--- config.mk ---
export PLATFORM = sky130hd
export DESIGN_NAME = alu8_flags
export DESIGN_NICKNAME = d
export VERILOG_FILES = /design/src/rtl/alu8_pkg.sv /design/src/rtl/alu8_arith.sv /design/src/rtl/alu8_logic.sv /design/src/rtl/alu8_wide.sv /design/src/rtl/alu8_flagreg.sv /design/src/rtl/alu8_flags.sv
export SDC_FILE = /design/constraint.sdc
export NUM_CORES = 1
export LEC_CHECK = 0
export BUFFER_PORTS_ARGS = -buffer_cell sky130_fd_sc_hd__buf_2
export CAP_MARGIN = 20
export CORE_MARGIN = 1.5
export CORE_UTILIZATION = 53
export DETAILED_ROUTE_END_ITERATION = 16
export GPL_ROUTABILITY_DRIVEN = 0
export GPL_TIMING_DRIVEN = 0
export PLACE_DENSITY = 0.83
export SYNTH_ARGS = -nofsm -noshare
export SYNTH_HDL_FRONTEND = slang
export SYNTH_SLANG_ARGS = --single-unit
--- constraint.sdc ---
create_clock -name clk -period 5.4 [get_ports clk]
set_input_delay 1.08 -clock clk [delete_from_list [all_inputs] [get_ports clk]]
set_output_delay 1.08 -clock clk [all_outputs]
set_load 0.02 [all_outputs]
--- src/rtl/alu8_pkg.sv ---
// Package: shared operation codes and flag positions for the accumulator ALU.
// Assumes a 4-bit operation code and four flags packed in the top nibble.
package alu8_pkg;
    localparam int OP_W      = 4;
    localparam int NUM_FLAGS = 4;

    localparam logic [OP_W-1:0] OP_ADD   = 4'd0;
    localparam logic [OP_W-1:0] OP_ADC   = 4'd1;
    localparam logic [OP_W-1:0] OP_SUB   = 4'd2;
    localparam logic [OP_W-1:0] OP_SBC   = 4'd3;
    localparam logic [OP_W-1:0] OP_AND   = 4'd4;
    localparam logic [OP_W-1:0] OP_OR    = 4'd5;
    localparam logic [OP_W-1:0] OP_XOR   = 4'd6;
    localparam logic [OP_W-1:0] OP_INC   = 4'd7;
    localparam logic [OP_W-1:0] OP_DEC   = 4'd8;
    localparam logic [OP_W-1:0] OP_ADD16 = 4'd9;
    localparam logic [OP_W-1:0] OP_INC16 = 4'd10;

    // Index of each flag within the 4-bit flag vector {Z,N,H,C}.
    localparam int FI_Z = 3;
    localparam int FI_N = 2;
    localparam int FI_H = 1;
    localparam int FI_C = 0;

    // Logic unit selector.
    typedef enum logic [1:0] {
        LG_AND = 2'd0,
        LG_OR  = 2'd1,
        LG_XOR = 2'd2
    } logic_sel_e;
endpackage

--- src/rtl/alu8_arith.sv ---
// Module: add/subtract unit with carry-in, carry/borrow out and half-carry.
// Assumes W is even; the half-carry is taken at the nibble boundary W/2.
module alu8_arith #(
    parameter int W = 8
) (
    input  logic [W-1:0] a,
    input  logic [W-1:0] b,
    input  logic         cin,
    input  logic         sub,
    output logic [W-1:0] res,
    output logic         cout,
    output logic         hout
);
    localparam int NIB = W / 2;

    logic [W:0]   full;
    logic [NIB:0] low;

    // Full-width and low-nibble sum or difference; the top bit is carry or borrow.
    always_comb begin
        if (sub) begin
            full = {1'b0, a} - {1'b0, b} - {{W{1'b0}}, cin};
            low  = {1'b0, a[NIB-1:0]} - {1'b0, b[NIB-1:0]} - {{NIB{1'b0}}, cin};
        end else begin
            full = {1'b0, a} + {1'b0, b} + {{W{1'b0}}, cin};
            low  = {1'b0, a[NIB-1:0]} + {1'b0, b[NIB-1:0]} + {{NIB{1'b0}}, cin};
        end
    end

    assign res  = full[W-1:0];
    assign cout = full[W];
    assign hout = low[NIB];
endmodule

--- src/rtl/alu8_logic.sv ---
// Module: bitwise AND/OR/XOR unit.
// Assumes the selector is one of the three logic codes; any other value gives AND.
module alu8_logic #(
    parameter int W = 8
) (
    input  logic [W-1:0]          a,
    input  logic [W-1:0]          b,
    input  alu8_pkg::logic_sel_e  sel,
    output logic [W-1:0]          res
);
    import alu8_pkg::*;

    // Pick the requested bitwise combination.
    always_comb begin
        unique case (sel)
            LG_OR:   res = a | b;
            LG_XOR:  res = a ^ b;
            default: res = a & b;
        endcase
    end
endmodule

--- src/rtl/alu8_wide.sv ---
// Module: register-pair adder used by the flag-neutral 16-bit modes.
// Assumes wrap-around modulo 2**W; produces no flags.
module alu8_wide #(
    parameter int W = 16
) (
    input  logic [W-1:0] a,
    input  logic [W-1:0] b,
    input  logic         inc,
    output logic [W-1:0] res
);
    localparam logic [W-1:0] ONE = {{(W-1){1'b0}}, 1'b1};

    // Add the second pair or the constant one.
    always_comb begin
        res = a + (inc ? ONE : b);
    end
endmodule

--- src/rtl/alu8_flagreg.sv ---
// Module: status register with per-flag write enables.
// Assumes flags occupy the top NF bits of a W-bit byte; the remaining low bits read 0.
module alu8_flagreg #(
    parameter int W  = 8,
    parameter int NF = 4
) (
    input  logic          clk,
    input  logic          rst_n,
    input  logic          upd,
    input  logic [NF-1:0] we,
    input  logic [NF-1:0] nxt,
    output logic [W-1:0]  flags
);
    localparam int LOW = W - NF;

    logic [NF-1:0] bits_q;

    for (genvar i = 0; i < NF; i++) begin : g_flag
        // Hold or load one flag bit.
        always_ff @(posedge clk) begin
            if (!rst_n)
                bits_q[i] <= 1'b0;
            else if (upd && we[i])
                bits_q[i] <= nxt[i];
        end
    end

    assign flags = {bits_q, {LOW{1'b0}}};
endmodule

--- src/rtl/alu8_flags.sv ---
// Module: top of the accumulator ALU: decodes the operation, selects the unit
// result, forms the new flags and write mask, and keeps the status byte.
// Assumes W is even and the status byte is W bits wide.
module alu8_flags #(
    parameter int W = 8
) (
    input  logic           clk,
    input  logic           rst_n,
    input  logic           op_valid,
    input  logic [3:0]     op_code,
    input  logic [W-1:0]   acc,
    input  logic [W-1:0]   opnd,
    input  logic           carry_in,
    input  logic [2*W-1:0] pair_a,
    input  logic [2*W-1:0] pair_b,
    output logic [W-1:0]   result,
    output logic [2*W-1:0] wide_result,
    output logic [3:0]     flag_we,
    output logic [W-1:0]   flags_q
);
    import alu8_pkg::*;

    localparam int WW = 2 * W;
    localparam logic [W-1:0] ONE = {{(W-1){1'b0}}, 1'b1};

    logic               is_arith, is_step, is_sub, use_cin, is_logic, is_and;
    logic [W-1:0]       ar_a, ar_b, ar_res, lg_res;
    logic               ar_c, ar_h;
    logic_sel_e         lg_sel;
    logic [NUM_FLAGS-1:0] nf;

    // Decode operation classes.
    always_comb begin
        is_step  = (op_code == OP_INC) || (op_code == OP_DEC);
        is_arith = (op_code <= OP_SBC) || is_step;
        is_sub   = (op_code == OP_SUB) || (op_code == OP_SBC) || (op_code == OP_DEC);
        use_cin  = (op_code == OP_ADC) || (op_code == OP_SBC);
        is_logic = (op_code == OP_AND) || (op_code == OP_OR) || (op_code == OP_XOR);
        is_and   = (op_code == OP_AND);
        unique case (op_code)
            OP_OR:   lg_sel = LG_OR;
            OP_XOR:  lg_sel = LG_XOR;
            default: lg_sel = LG_AND;
        endcase
    end

    // Steer operands: INC/DEC act on opnd with a constant one.
    always_comb begin
        ar_a = is_step ? opnd : acc;
        ar_b = is_step ? ONE  : opnd;
    end

    alu8_arith #(.W(W)) u_arith (
        .a    (ar_a),
        .b    (ar_b),
        .cin  (use_cin & carry_in),
        .sub  (is_sub),
        .res  (ar_res),
        .cout (ar_c),
        .hout (ar_h)
    );

    alu8_logic #(.W(W)) u_logic (
        .a   (acc),
        .b   (opnd),
        .sel (lg_sel),
        .res (lg_res)
    );

    alu8_wide #(.W(WW)) u_wide (
        .a   (pair_a),
        .b   (pair_b),
        .inc (op_code == OP_INC16),
        .res (wide_result)
    );

    // Select the 8-bit result; non-8-bit codes pass the accumulator.
    always_comb begin
        if (is_arith)
            result = ar_res;
        else if (is_logic)
            result = lg_res;
        else
            result = acc;
    end

    // Form the new flag values and the write mask.
    always_comb begin
        nf        = '0;
        nf[FI_Z]  = (result == '0);
        nf[FI_N]  = is_arith & is_sub;
        nf[FI_H]  = is_arith ? ar_h : is_and;
        nf[FI_C]  = is_arith & ar_c;
        if (is_step)
            flag_we = 4'b1110;
        else if (is_arith || is_logic)
            flag_we = 4'b1111;
        else
            flag_we = 4'b0000;
    end

    alu8_flagreg #(.W(W), .NF(NUM_FLAGS)) u_freg (
        .clk   (clk),
        .rst_n (rst_n),
        .upd   (op_valid),
        .we    (flag_we),
        .nxt   (nf),
        .flags (flags_q)
    );
endmodule

# Word-level counts from Yosys, hierarchy flattened
# Index checks and enable logic that the tools add are counted.
[classes]
n_reduce_logical = 13
eq_ne = 11
n_bitwise = 6
n_lt_le_gt_ge = 1
n_addsub = 9
n_mux = 12
[op_table]
columns = ["operator", "n"]
rows = [
  ["$mux 8", 4],
  ["$add 16x16->16", 1],
  ["$eq 4x3->1 const B", 4],
  ["$mux 16", 1],
  ["$pmux 8 s2", 1],
  ["$add 8x8->9", 1],
  ["$add 9x1->9", 1],
  ["$mux 9", 1],
  ["$sub 8x8->9", 1],
  ["$sub 9x1->9", 1],
  ["$and 8x8->8", 1],
  ["$eq 4x2->1 const B", 2],
  ["$eq 4x4->1 const B", 2],
  ["$logic_not 8->1", 1],
  ["$logic_or 1x1->1", 8],
  ["$mux 4", 2],
  ["$or 8x8->8", 1],
  ["$xor 8x8->8", 1],
  ["$add 4x4->5", 1],
  ["$add 5x1->5", 1],
  ["$mux 5", 1],
  ["$sub 4x4->5", 1],
  ["$sub 5x1->5", 1],
  ["$eq 4x1->1 const B", 1],
  ["7 further kinds", 12],
]
[word_totals]
elab_cells = 56
output_inout_bits = 36
input_bits = 56
regBits = 4

# Depth between registers and ports, before layout
# Gate-level depths: netlist (run 1).
[logic_depth]
depth_word = 8
ltp_mapped = 17
mapped_depth_nobuf = 14

# By module
# A second synthesis (run 1) with hierarchy kept.
[unflattened]
hier_cells = 413
hier_area_um2 = 3065.4
[modules_own_cells]
columns = ["module", "instances", "area_per_inst_um2", "cells_each", "seq_area_each_um2"]
rows = [
  ["alu8_arith", 1, 957.2, 124, 0.0],
  ["alu8_wide", 1, 835.8, 112, 0.0],
  ["alu8_flags", 1, 586.8, 81, 0.0],
  ["alu8_logic", 1, 481.7, 70, 0.0],
  ["alu8_flagreg", 1, 203.9, 26, 80.1],
]

# Least setup slack after synthesis (run 1)
# OpenSTA, ideal clock, no wires.
[synth_path]
kind = "input -> output"
start = "input port op_code[2]"
end = "output port result[6]"
path_buffers = 2
slack_ns = -0.108
stages = 12
t_arrival_ns = 4.428
t_required_ns = 4.320
path_cell_list = "nor4b_4 or2_2 clkbuf_1 clkbuf_1 nor2_1 a21o_1 ha_1 ha_1 a2111oi_0 nor3_1 xnor2_1 a221oi_1"
[synth_via]
elab_chain_len = 7
word_cells_on_any_way = 30
classes_between = "add/sub (4); order compare (1); eq/ne (10); mux (7); bitwise (1); reduce/logical (7)"
[synth_rtl]
columns = ["item", "line", "text"]
rows = [
  ["start, declared", "alu8_flags.sv:10", "input logic [3:0] op_code,"],
  ["$eq 4x3->1 or $eq 4x4->1 (tied branches)", "alu8_flags.sv:34, alu8_flags.sv:36", ""],
  ["$logic_or 1x1->1", "alu8_flags.sv:34", "is_step = (op_code == OP_INC) || (op_code == OP_DEC);"],
  ["$mux 8 (on tied branches)", "alu8_flags.sv:49, alu8_flags.sv:50", ""],
  ["$add 8x8->9 or $sub 8x8->9 (tied branches)", "alu8_arith.sv:25, alu8_arith.sv:22", ""],
  ["$add 9x1->9 or $sub 9x1->9 (tied branches)", "alu8_arith.sv:25, alu8_arith.sv:22", ""],
  ["$mux 9", "alu8_arith.sv:21", "if (sub) begin"],
  ["$mux 8 *", "alu8_flags.sv:79", "if (is_arith)"],
  ["end, declared", "alu8_flags.sv:16", "output logic [W-1:0] result,"],
]
# Mark *: on every way between the ends. The rest lies on a longest branch, timed or not.

# Worst setup path in the final report (run 1)
[layout_path]
start = "input port op_code[0]"
end = "output port wide_result[15]"
[layout_via]
elab_chain_len = 3
[layout_rtl]
columns = ["item", "line", "text"]
rows = [
  ["$eq 4x4->1", "alu8_flags.sv:73", ".inc (op_code == OP_INC16),"],
  ["$mux 16", "alu8_wide.sv:15", "res = a + (inc ? ONE : b);"],
  ["$add 16x16->16", "alu8_wide.sv:15", ""],
  ["end, declared", "alu8_flags.sv:17", "output logic [2*W-1:0] wide_result,"],
]
# No other way between the ends.

==> impl_metrics.tcl, run 1 <==
set metrics [dict create \
    synthMuxAreaShare_pct 1.07 \
    fin_crit_ps 5270 \
    syn_avg_cell_area_um2 7.07 \
    yosysWarnings 0 \
    stdcell_count 566 \
    fin_worst_skew_ps 0 \
    max_freq_mhz 190 \
    wl_per_cell_um 13.9 \
    synthAdderAreaFrac_pct 26.7 \
    synth_xor_area_share_pct 6.84 \
    clk_pin_slew_ps 30 \
    cp-end-kind "primary output" \
    fillers 469 \
    die_h_um 75.9 \
    detail_route.wirelength_mm 7.88 \
    synth-compound-area-share_pct 25.1 \
    max_slew_margin_pct 66.3 \
    grt_overflow_total 0 \
    cts.htree.levels 1 \
    p_leak_uw 0.00183 \
    cp-start-kind "input pin" \
    cts.sinks 4 \
    synthFlopType "dfxtp_1" \
    place_area_um2 3360 \
    mappedNetlistArea_um2 2820 \
    die_w_um 75.9 \
    synth_top_family_by_area "adder cells" \
    dp_slack_ps -610 \
    final_area_um2 3580 \
    drtPass1Iterations 4 \
    rows 26 \
    io_pins 92 \
    clock_latency_ps 220 \
    cts_tree "yes" \
    critical_path.startpoint "op_code[0]" \
    hold_class "register to register" \
    worstPathArrival_ps 4190 \
    antenna_cells 0 \
    antenna_found_initial 0 \
    grt_pass1_wl_mm 11.9 \
    finalHoldViolCount 0 \
    grt_max_degree 11 \
    final_util_pct 70.0 \
    synth_edf_count 0 \
    cts_buffers 3 \
    hpwl_mm 6.24 \
    area_growth_pct 27.0 \
    status "complete, no violations" \
    async_flop_share_pct 0 \
    post-route-period-util_pct 97.5 \
    dieArea_um2 5760 \
    min_from "u_freg.flags[7]$_SDFFE_PN0P_" \
    peakVddDrop_v 0.000166 \
    largest_register_ffs 4 \
    powerDensity_nw_per_um2 162 \
    coreArea_um2 5110 \
    viasPerCell 5.55 \
    drt.antenna.violating_nets 0 \
    io_buffers 87 \
    drtIter0Drc 210 \
    ys_ff_latch 4 \
    post-route-drc-count 0 \
    critPathKind "input pin to primary output" \
    grtUsageTotal_pct 26.1 \
    dp.cells 558 \
    crit_fanout 5 \
    maxSlewViolCount 0 \
    cts_hold_buffers 0 \
    ys_seq_area_share_pct 2.84 \
    drv_cap 0 \
    rr_startpoint "u_freg.flags[4]$_SDFFE_PN0P_" \
    worst_slew_pin_slew_ps 505 \
    start_util_pct 55.1 \
    drive_above_1_share_pct 29.0 \
    route.vias.total 3144 \
    cts_buffer_depth 2 \
    synthCells 398 \
    timing.final.ws_setup_ps 135 \
    fin_nets 611 \
    root_buffer "clkbuf_8" \
    finalSetupViolCount 0 \
    cp.required_ps 4320 \
    synth_cell_type_count 62 \
    synthSimpleGateAreaFrac_pct 26.0 \
    hold-worst-slack_ps 488 \
    grt_pass1_vias 2828 \
]
==> cell type report <==
cell class	instances	area, um^2	area share, %
inverters	54	203	5.67
well taps	70	87.6	2.45
flip-flops and latches	4	80.1	2.24
repair buffers	93	485	13.6
multi-input cells	325	2540	71.0
plain buffers	17	139	3.88
clock buffers	3	41.3	1.15
==> path summary, 6_finish.rpt <==
kind	to	slack, ps	depth (start not counted)
max	wide_result[15]	130	16
min reg2reg	u_freg.flags[7]$_SDFFE_PN0P_	490	2
max reg2reg	u_freg.flags[4]$_SDFFE_PN0P_	4700	3
min	u_freg.flags[7]$_SDFFE_PN0P_	490	2
==> per-stage QoR <==
step           total power [uW]  setup TNS, ps
6_report                    578              0
5_1_grt                     628          -36.0
4_1_cts                     556          -15.6
3_5_place_dp                473          -2820
3_3_place_gp                461          -1950
2_1_floorplan               356              0
==> synthesized netlist by cell type (5+ instances only) <==
cell      count  share of area (%)
inv_1        53                7.1
ha_1         52                 23
nor2_1       38                5.1
nor2b_1      24                5.3
a21oi_1      22                3.9
nand2_1      20                2.7
xnor2_1      18                5.6
o21ai_0      16                2.8
nor3_1       12                2.1
a22oi_1       9                2.4
a21o_1        8                2.1
nand3_1       8                1.4
a211oi_1      7                1.9
buf_4         7                1.9
clkbuf_1      7               0.93
nand2b_1      6                1.3
or2_2         6                1.3
fa_1          5                3.6
o21a_1        5                1.3
or3_1         5                1.1
==> critical path: stages <==
cell	delay (ps)
buf_2	140
buf_6	130
buf_4	150
nor2b_2	150
and3b_2	270
nand2b_1	180
inv_1	60
ha_1	290
a211oi_1	280
o21ai_0	180
a221oi_2	320
a21oi_1	140
a41o_1	280
o21ba_2	220
xnor2_1	130
buf_2	180
==> repair_timing <==
| action | in CTS | in global routing |
|---|---|---|
| pin swaps | 3 | 11 |
| setup endpoints to repair | 10 | 8 |
| gates resized for setup | 18 | 21 |
| setup buffers | 3 | 3 |
==> kinds of logic (layout without fill, tap and decap cells) <==
group | Yosys count | after routing
AND/OR/NAND/NOR | 136 | 136
AO/OA/AOI/OAI | 103 | 103
buffers and inverters | 72 | 167
adder cells (fa/ha/maj) | 57 | 57
XOR/XNOR | 22 | 22
flip-flops | 4 | 4
multiplexers | 3 | 3
other | 1 | 4
==> routing by layer <==
layer	GRT usage [%]	routed length [um]	vias up
li1	-	-	1579
met1	33.4	3350	1443
met2	46.6	3920	102
met3	2.65	405	20
met4	6.55	199	0
met5	0	0	-
==> layout by cell type, fill, tap and decap left out, types with 11 or more instances in the layout <==
master / count
buf_2: 85
inv_1: 53
ha_1: 49
nor2_1: 37
nor2b_1: 23
a21oi_1: 21
nand2_1: 20
xnor2_1: 18
buf_4: 16
o21ai_0: 14
nor3_1: 11
==> power breakdown <==
| group | leakage (uW) | switching, uW | internal, uW |
|---|---|---|---|
| clock network | 0.0000216 | 19.4 | 47.9 |
| logic | 0.00178 | 278 | 202 |
| registers | 0.0000325 | 0.438 | 30.9 |
(Power assumes the default switching activity.)
==> inputs of run 2 (changes only) <==
- RECOVER_POWER: default -> 100
==> run 2 against run 1 <==
Effect of this change: core utilization decreased by 0.17 points; cell count unchanged; clock skew unchanged; flip-flop and latch count did not move.
==> impl_metrics.tcl, run 2 (same netlist as run 1, synthesis figures left out) <==
set metrics [dict create \
    wl_per_cell_um 13.9 \
    drt.antenna.violating_nets 0 \
    fin_crit_ps 5260 \
    hold-worst-slack_ps 489 \
    final_cell_mix "buf_2 (78), inv_1 (54), ha_1 (49)" \
    post-route-drc-count 0 \
    cts_buffer_depth 2 \
    hold_path_depth 2 \
    reg2reg_slack_ps 4700 \
    switching_power_uw 296 \
    critPathKind "input pin to primary output" \
    finalHoldViolCount 0 \
    hold_class "register to register" \
    drtPass1Iterations 4 \
    powerDensity_nw_per_um2 161 \
    dp.cells 558 \
    cp.required_ps 4320 \
    worstRegToRegCells 3 \
    io_pins 92 \
    layout_commonest_cell "buf_2" \
    area_growth_pct 26.7 \
    coreArea_um2 5110 \
    max_freq_mhz 190 \
    place_area_um2 3360 \
    die_h_um 75.9 \
    cts.sinks 4 \
    min_from "u_freg.flags[7]$_SDFFE_PN0P_" \
    finalSetupViolCount 0 \
    clock_power_share_pct 11.6 \
    detail_route.wirelength_mm 7.85 \
    route.vias.total 3151 \
    die_w_um 75.9 \
    drive_above_1_share_pct 27.4 \
    r2r-end "u_freg.flags[4]$_SDFFE_PN0P_" \
    dieArea_um2 5760 \
    rows 26 \
    grt_overflow_total 0 \
    start_util_pct 55.1 \
    hpwl_mm 6.24 \
    worst_slew_pin_slew_ps 512 \
    rr_startpoint "u_freg.flags[4]$_SDFFE_PN0P_" \
    cp-end-kind "primary output" \
    max_slew_margin_pct 65.9 \
    worstPathArrival_ps 4180 \
    internal-power_uw 279 \
    cts_buffers 3 \
    io_buffers 87 \
    cts_tree "yes" \
    grtUsageTotal_pct 26.1 \
    maxSlewViolCount 0 \
    root_buffer "clkbuf_8" \
    viasPerCell 5.57 \
    antenna_cells 0 \
    final_area_um2 3570 \
    peakVddDrop_v 0.000167 \
    drtIter0Drc 156 \
    largest_register_ffs 4 \
    stdcell_count 566 \
    fin_nets 611 \
    cts.htree.levels 1 \
    cp-start-kind "input pin" \
    drv_cap 0 \
    crit_fanout 5 \
    p_sw_share_pct 51.5 \
    fin_worst_skew_ps 0 \
    min_to "u_freg.flags[7]$_SDFFE_PN0P_" \
    pwr-share-comb_pct 83.0 \
    clk_pin_slew_ps 30 \
    antenna_found_initial 0 \
    p_seq_share_pct 5.5 \
    status "complete, no violations" \
    clock_latency_ps 220 \
    grt_max_degree 11 \
    grt_pass1_vias 2828 \
    post-route-period-util_pct 97.5 \
    grt_pass1_wl_mm 11.9 \
    p_leak_uw 0.00181 \
]
[run 2: changes by cell type in the layout (fill, tap and decap cells not counted)]
cell      change
buf_2         -7
buf_4         -2
clkbuf_1      +7
clkbuf_4      +2
inv_1         +1
inv_2         -1
[run 2: repair_timing]
item,in CTS,in global routing
gates resized for setup,18,21
gates cloned,0,0
hold buffers,0,0
pin swaps,3,11
buffers inserted,3,3
endpoints found under the hold margin,0,0
setup endpoints to repair,10,8
[run 2: layout make-up]
class                      instances  area, um^2
multi-input combinational        325        2540
tap                               70        87.6
buffer                            17         139
sequential                         4        80.1
timing repair buffer              93         477
inverter                          54         203
fill                             472        1540
clock buffer                       3        41.3
[run 2: how the worst max path moves through the flow]
stage                          start         endpoint  slack, ps  depth (start not counted)
after CTS                 op_code[0]        result[6]        -20                         15
after floorplan           op_code[2]        result[6]        110                         12
final                     op_code[0]  wide_result[15]        140                         16
after detailed placement  op_code[2]        result[6]       -610                         14
after global placement    op_code[2]        result[6]       -530                         14
after global routing      op_code[0]  wide_result[15]        -20                         16
[run 2: power by group through the flow]
stage,Combinational (uW),Clock (uW),Sequential (uW)
6_report,478,66.5,31.4
5_1_grt,525,70.5,31.5
4_1_cts,457,67.2,31.3
3_5_place_dp,441,0,31.7
3_3_place_gp,429,0,31.7
2_1_floorplan,322,0,33.2
[run 2: worst max-delay path: stages]
cell and delay, ps:
buf_2 140, buf_6 130, buf_4 150, nor2b_2 150, and3b_2 270, nand2b_1 180, inv_1 60, ha_1 290
a211oi_1 280, o21ai_0 180, a221oi_2 320, a21oi_1 140, a41o_1 280, o21ba_2 220, xnor2_1 130, buf_2 180
[run 2: stage by stage]
step | util, % | power, uW | setup slack, ps | setup TNS, ps
4_1_cts | 68.2 | 556 | -15.6 | -15.6
5_1_grt | 69.8 | 627 | -23.4 | -36.0
6_report | 69.8 | 576 | 137 | 0
2_1_floorplan | - | 356 | 113 | 0
3_3_place_gp | 65.7 | 461 | -525 | -1950
3_5_place_dp | 65.7 | 473 | -610 | -2820
[run 2: per-layer routing]
layer / vias up / global-route usage [%] / share of wire [%]
met1: 1464 / 33.4 / 44
met2: 91 / 46.6 / 50
li1: 1578 / - / -
met4: 0 / 6.55 / 2.2
met5: - / 0 / 0
met3: 18 / 2.65 / 4.1
==> inputs of run 3 (changes only) <==
- CELL_PAD_IN_SITES_DETAIL_PLACEMENT: default -> 0
- CELL_PAD_IN_SITES_GLOBAL_PLACEMENT: default -> 1
- CORE_UTILIZATION: 53 -> 37
- PLACE_DENSITY: 0.83 -> default
- PLACE_DENSITY_LB_ADDON: default -> 0.1
- SKIP_CTS_REPAIR_TIMING: default -> 1
==> run 3 against run 2 <==
Effect of this change: critical path depth fell by 1; largest power group unchanged; non-clock buffer count rose by 1; highest routed layer unchanged; combinational power barely moved; wire length rose by 0.70%.
==> impl_metrics.tcl, run 3 (same netlist as run 1, synthesis figures left out) <==
set metrics [dict create \
    coreArea_um2 7290 \
    status "complete, no violations" \
    crit_fanout 10 \
    use_met2_pct 32.7 \
    final_cell_mix "buf_2 (81), inv_1 (54), ha_1 (49)" \
    cp-end-kind "primary output" \
    post-route-period-util_pct 98.3 \
    fin_crit_ps 5310 \
    cp.required_ps 4320 \
    grt_util_met1_pct 25.4 \
    grt_max_degree 11 \
    drive_above_1_share_pct 28.2 \
    finalHoldViolCount 0 \
    layout_commonest_cell "buf_2" \
    wl_per_cell_um 13.3 \
    finalSetupViolCount 0 \
    grt_overflow_total 0 \
    peakVddDrop_v 0.0000581 \
    timing.final.ws_setup_ps 91.6 \
    detail_route.wirelength_mm 7.91 \
    reg2reg_slack_ps 4690 \
    drtIter0Drc 93 \
    pwr-share-comb_pct 83.1 \
    largest_register_ffs 4 \
    internal-power_uw 282 \
    dp.cells 587 \
    io_pins 92 \
    die_h_um 90.2 \
    drv_cap 0 \
    cts_tree "yes" \
    clock_power_share_pct 11.4 \
    slowest_delay_ps 410 \
    fin_nets 612 \
    area_growth_pct 28.8 \
    fin_worst_skew_ps 0 \
    fillers 805 \
    die_w_um 90.2 \
    final_util_pct 49.7 \
    critPathKind "input pin to primary output" \
    maxSlewViolCount 0 \
    dp_slack_ps -738 \
    hold_class "register to register" \
    route.vias.total 3065 \
    clk_pin_slew_ps 30 \
    worstPathArrival_ps 4230 \
    use_met3_pct 2.79 \
    final_area_um2 3620 \
    cts_buffers 3 \
    post-route-drc-count 0 \
    powerDensity_nw_per_um2 158 \
    cp_num_buf_inv 5 \
    drt.antenna.violating_nets 0 \
    regArea_um2 80.1 \
    cts.sinks 4 \
    viasPerCell 5.14 \
    grt_busiest_layer "met2" \
    max_slew_margin_pct 64.6 \
    worst_slew_pin_slew_ps 531 \
    p_sw_share_pct 50.9 \
    grtUsageTotal_pct 19.2 \
    clock_latency_ps 220 \
    root_buffer "clkbuf_8" \
    grt_setup_unrepaired "yes" \
    start_util_pct 38.6 \
    p_leak_uw 0.00182 \
    crit_family "compound AO/OA/AOI/OAI gates" \
    cts_buffer_depth 2 \
    io_buffers 87 \
    grt_pass1_vias 2802 \
    p_seq_share_pct 5.5 \
    antenna_found_initial 0 \
    cp_cell_sequence "buf_2 > buf_6 > and4b_4 > or2_2 > buf_6 > a21oi_4 > fa_1 > inv_1 > fa_1 > a211oi_2 > nor3b_2 > o31ai_2 > xor2_1 > a221oi_2 > buf_4" \
    cts.htree.levels 1 \
    multiInputGateArea_um2 2540 \
    grt_pass1_wl_mm 13.0 \
    worst_path_max_delay_cell "fa_1" \
    cp-start-kind "input pin" \
    hpwl_mm 6.57 \
    dieArea_um2 8140 \
    rows 31 \
    place_area_um2 3390 \
    antenna_cells 0 \
    switching_power_uw 292 \
    drtPass1Iterations 4 \
    stdcell_count 596 \
    max_freq_mhz 188 \
]
[run 3: area by class of cell]
cell class / count / area share, %
Multi-Input combinational cell: 325 / 70.1
Timing Repair Buffer: 94 / 13.8
Inverter: 54 / 5.59
Buffer: 17 / 3.73
Tap cell: 99 / 3.42
Sequential cell: 4 / 2.21
Clock buffer: 3 / 1.14
[run 3: worst paths after layout]
path / from / to / depth (start not counted)
worst max-delay path: op_code[0] / result[6] / 15
worst min-delay path: u_freg.flags[7]$_SDFFE_PN0P_ / u_freg.flags[7]$_SDFFE_PN0P_ / 2
worst max register to register: u_freg.flags[4]$_SDFFE_PN0P_ / u_freg.flags[4]$_SDFFE_PN0P_ / 3
worst min register to register: u_freg.flags[7]$_SDFFE_PN0P_ / u_freg.flags[7]$_SDFFE_PN0P_ / 2
[run 3: tightest hold or removal path: cells and delay by family (launching register included)]
kind	cells	cell delay, ps
AOI/OAI and AO/OA	1	70
DFF	1	300
and+or+nand+nor	1	90
[run 3: power by group through the flow]
stage	clock (uW)	combinational, uW	sequential, uW
after detailed placement	0	444	31.8
after floorplan	0	322	33.2
after CTS	67.1	447	31.4
after global placement	0	440	31.8
after global routing	69.6	529	31.6
final	65.4	477	31.4
[run 3: layer usage]
metal	share of wire, %	up-vias	wire length (um)
met3	4.4	13	346
met1	47	1398	3750
met2	47	73	3700
li1	-	1581	-
met5	0	-	0
met4	1.4	0	108
[run 3: through the flow]
step	total power [uW]	hold WS (ps)	setup TNS [ps]
3_5_place_dp	476	490	-3240
2_1_floorplan	356	559	0
3_3_place_gp	472	479	-3160
4_1_cts	546	497	-3420
6_report	574	508	0
5_1_grt	630	518	-127
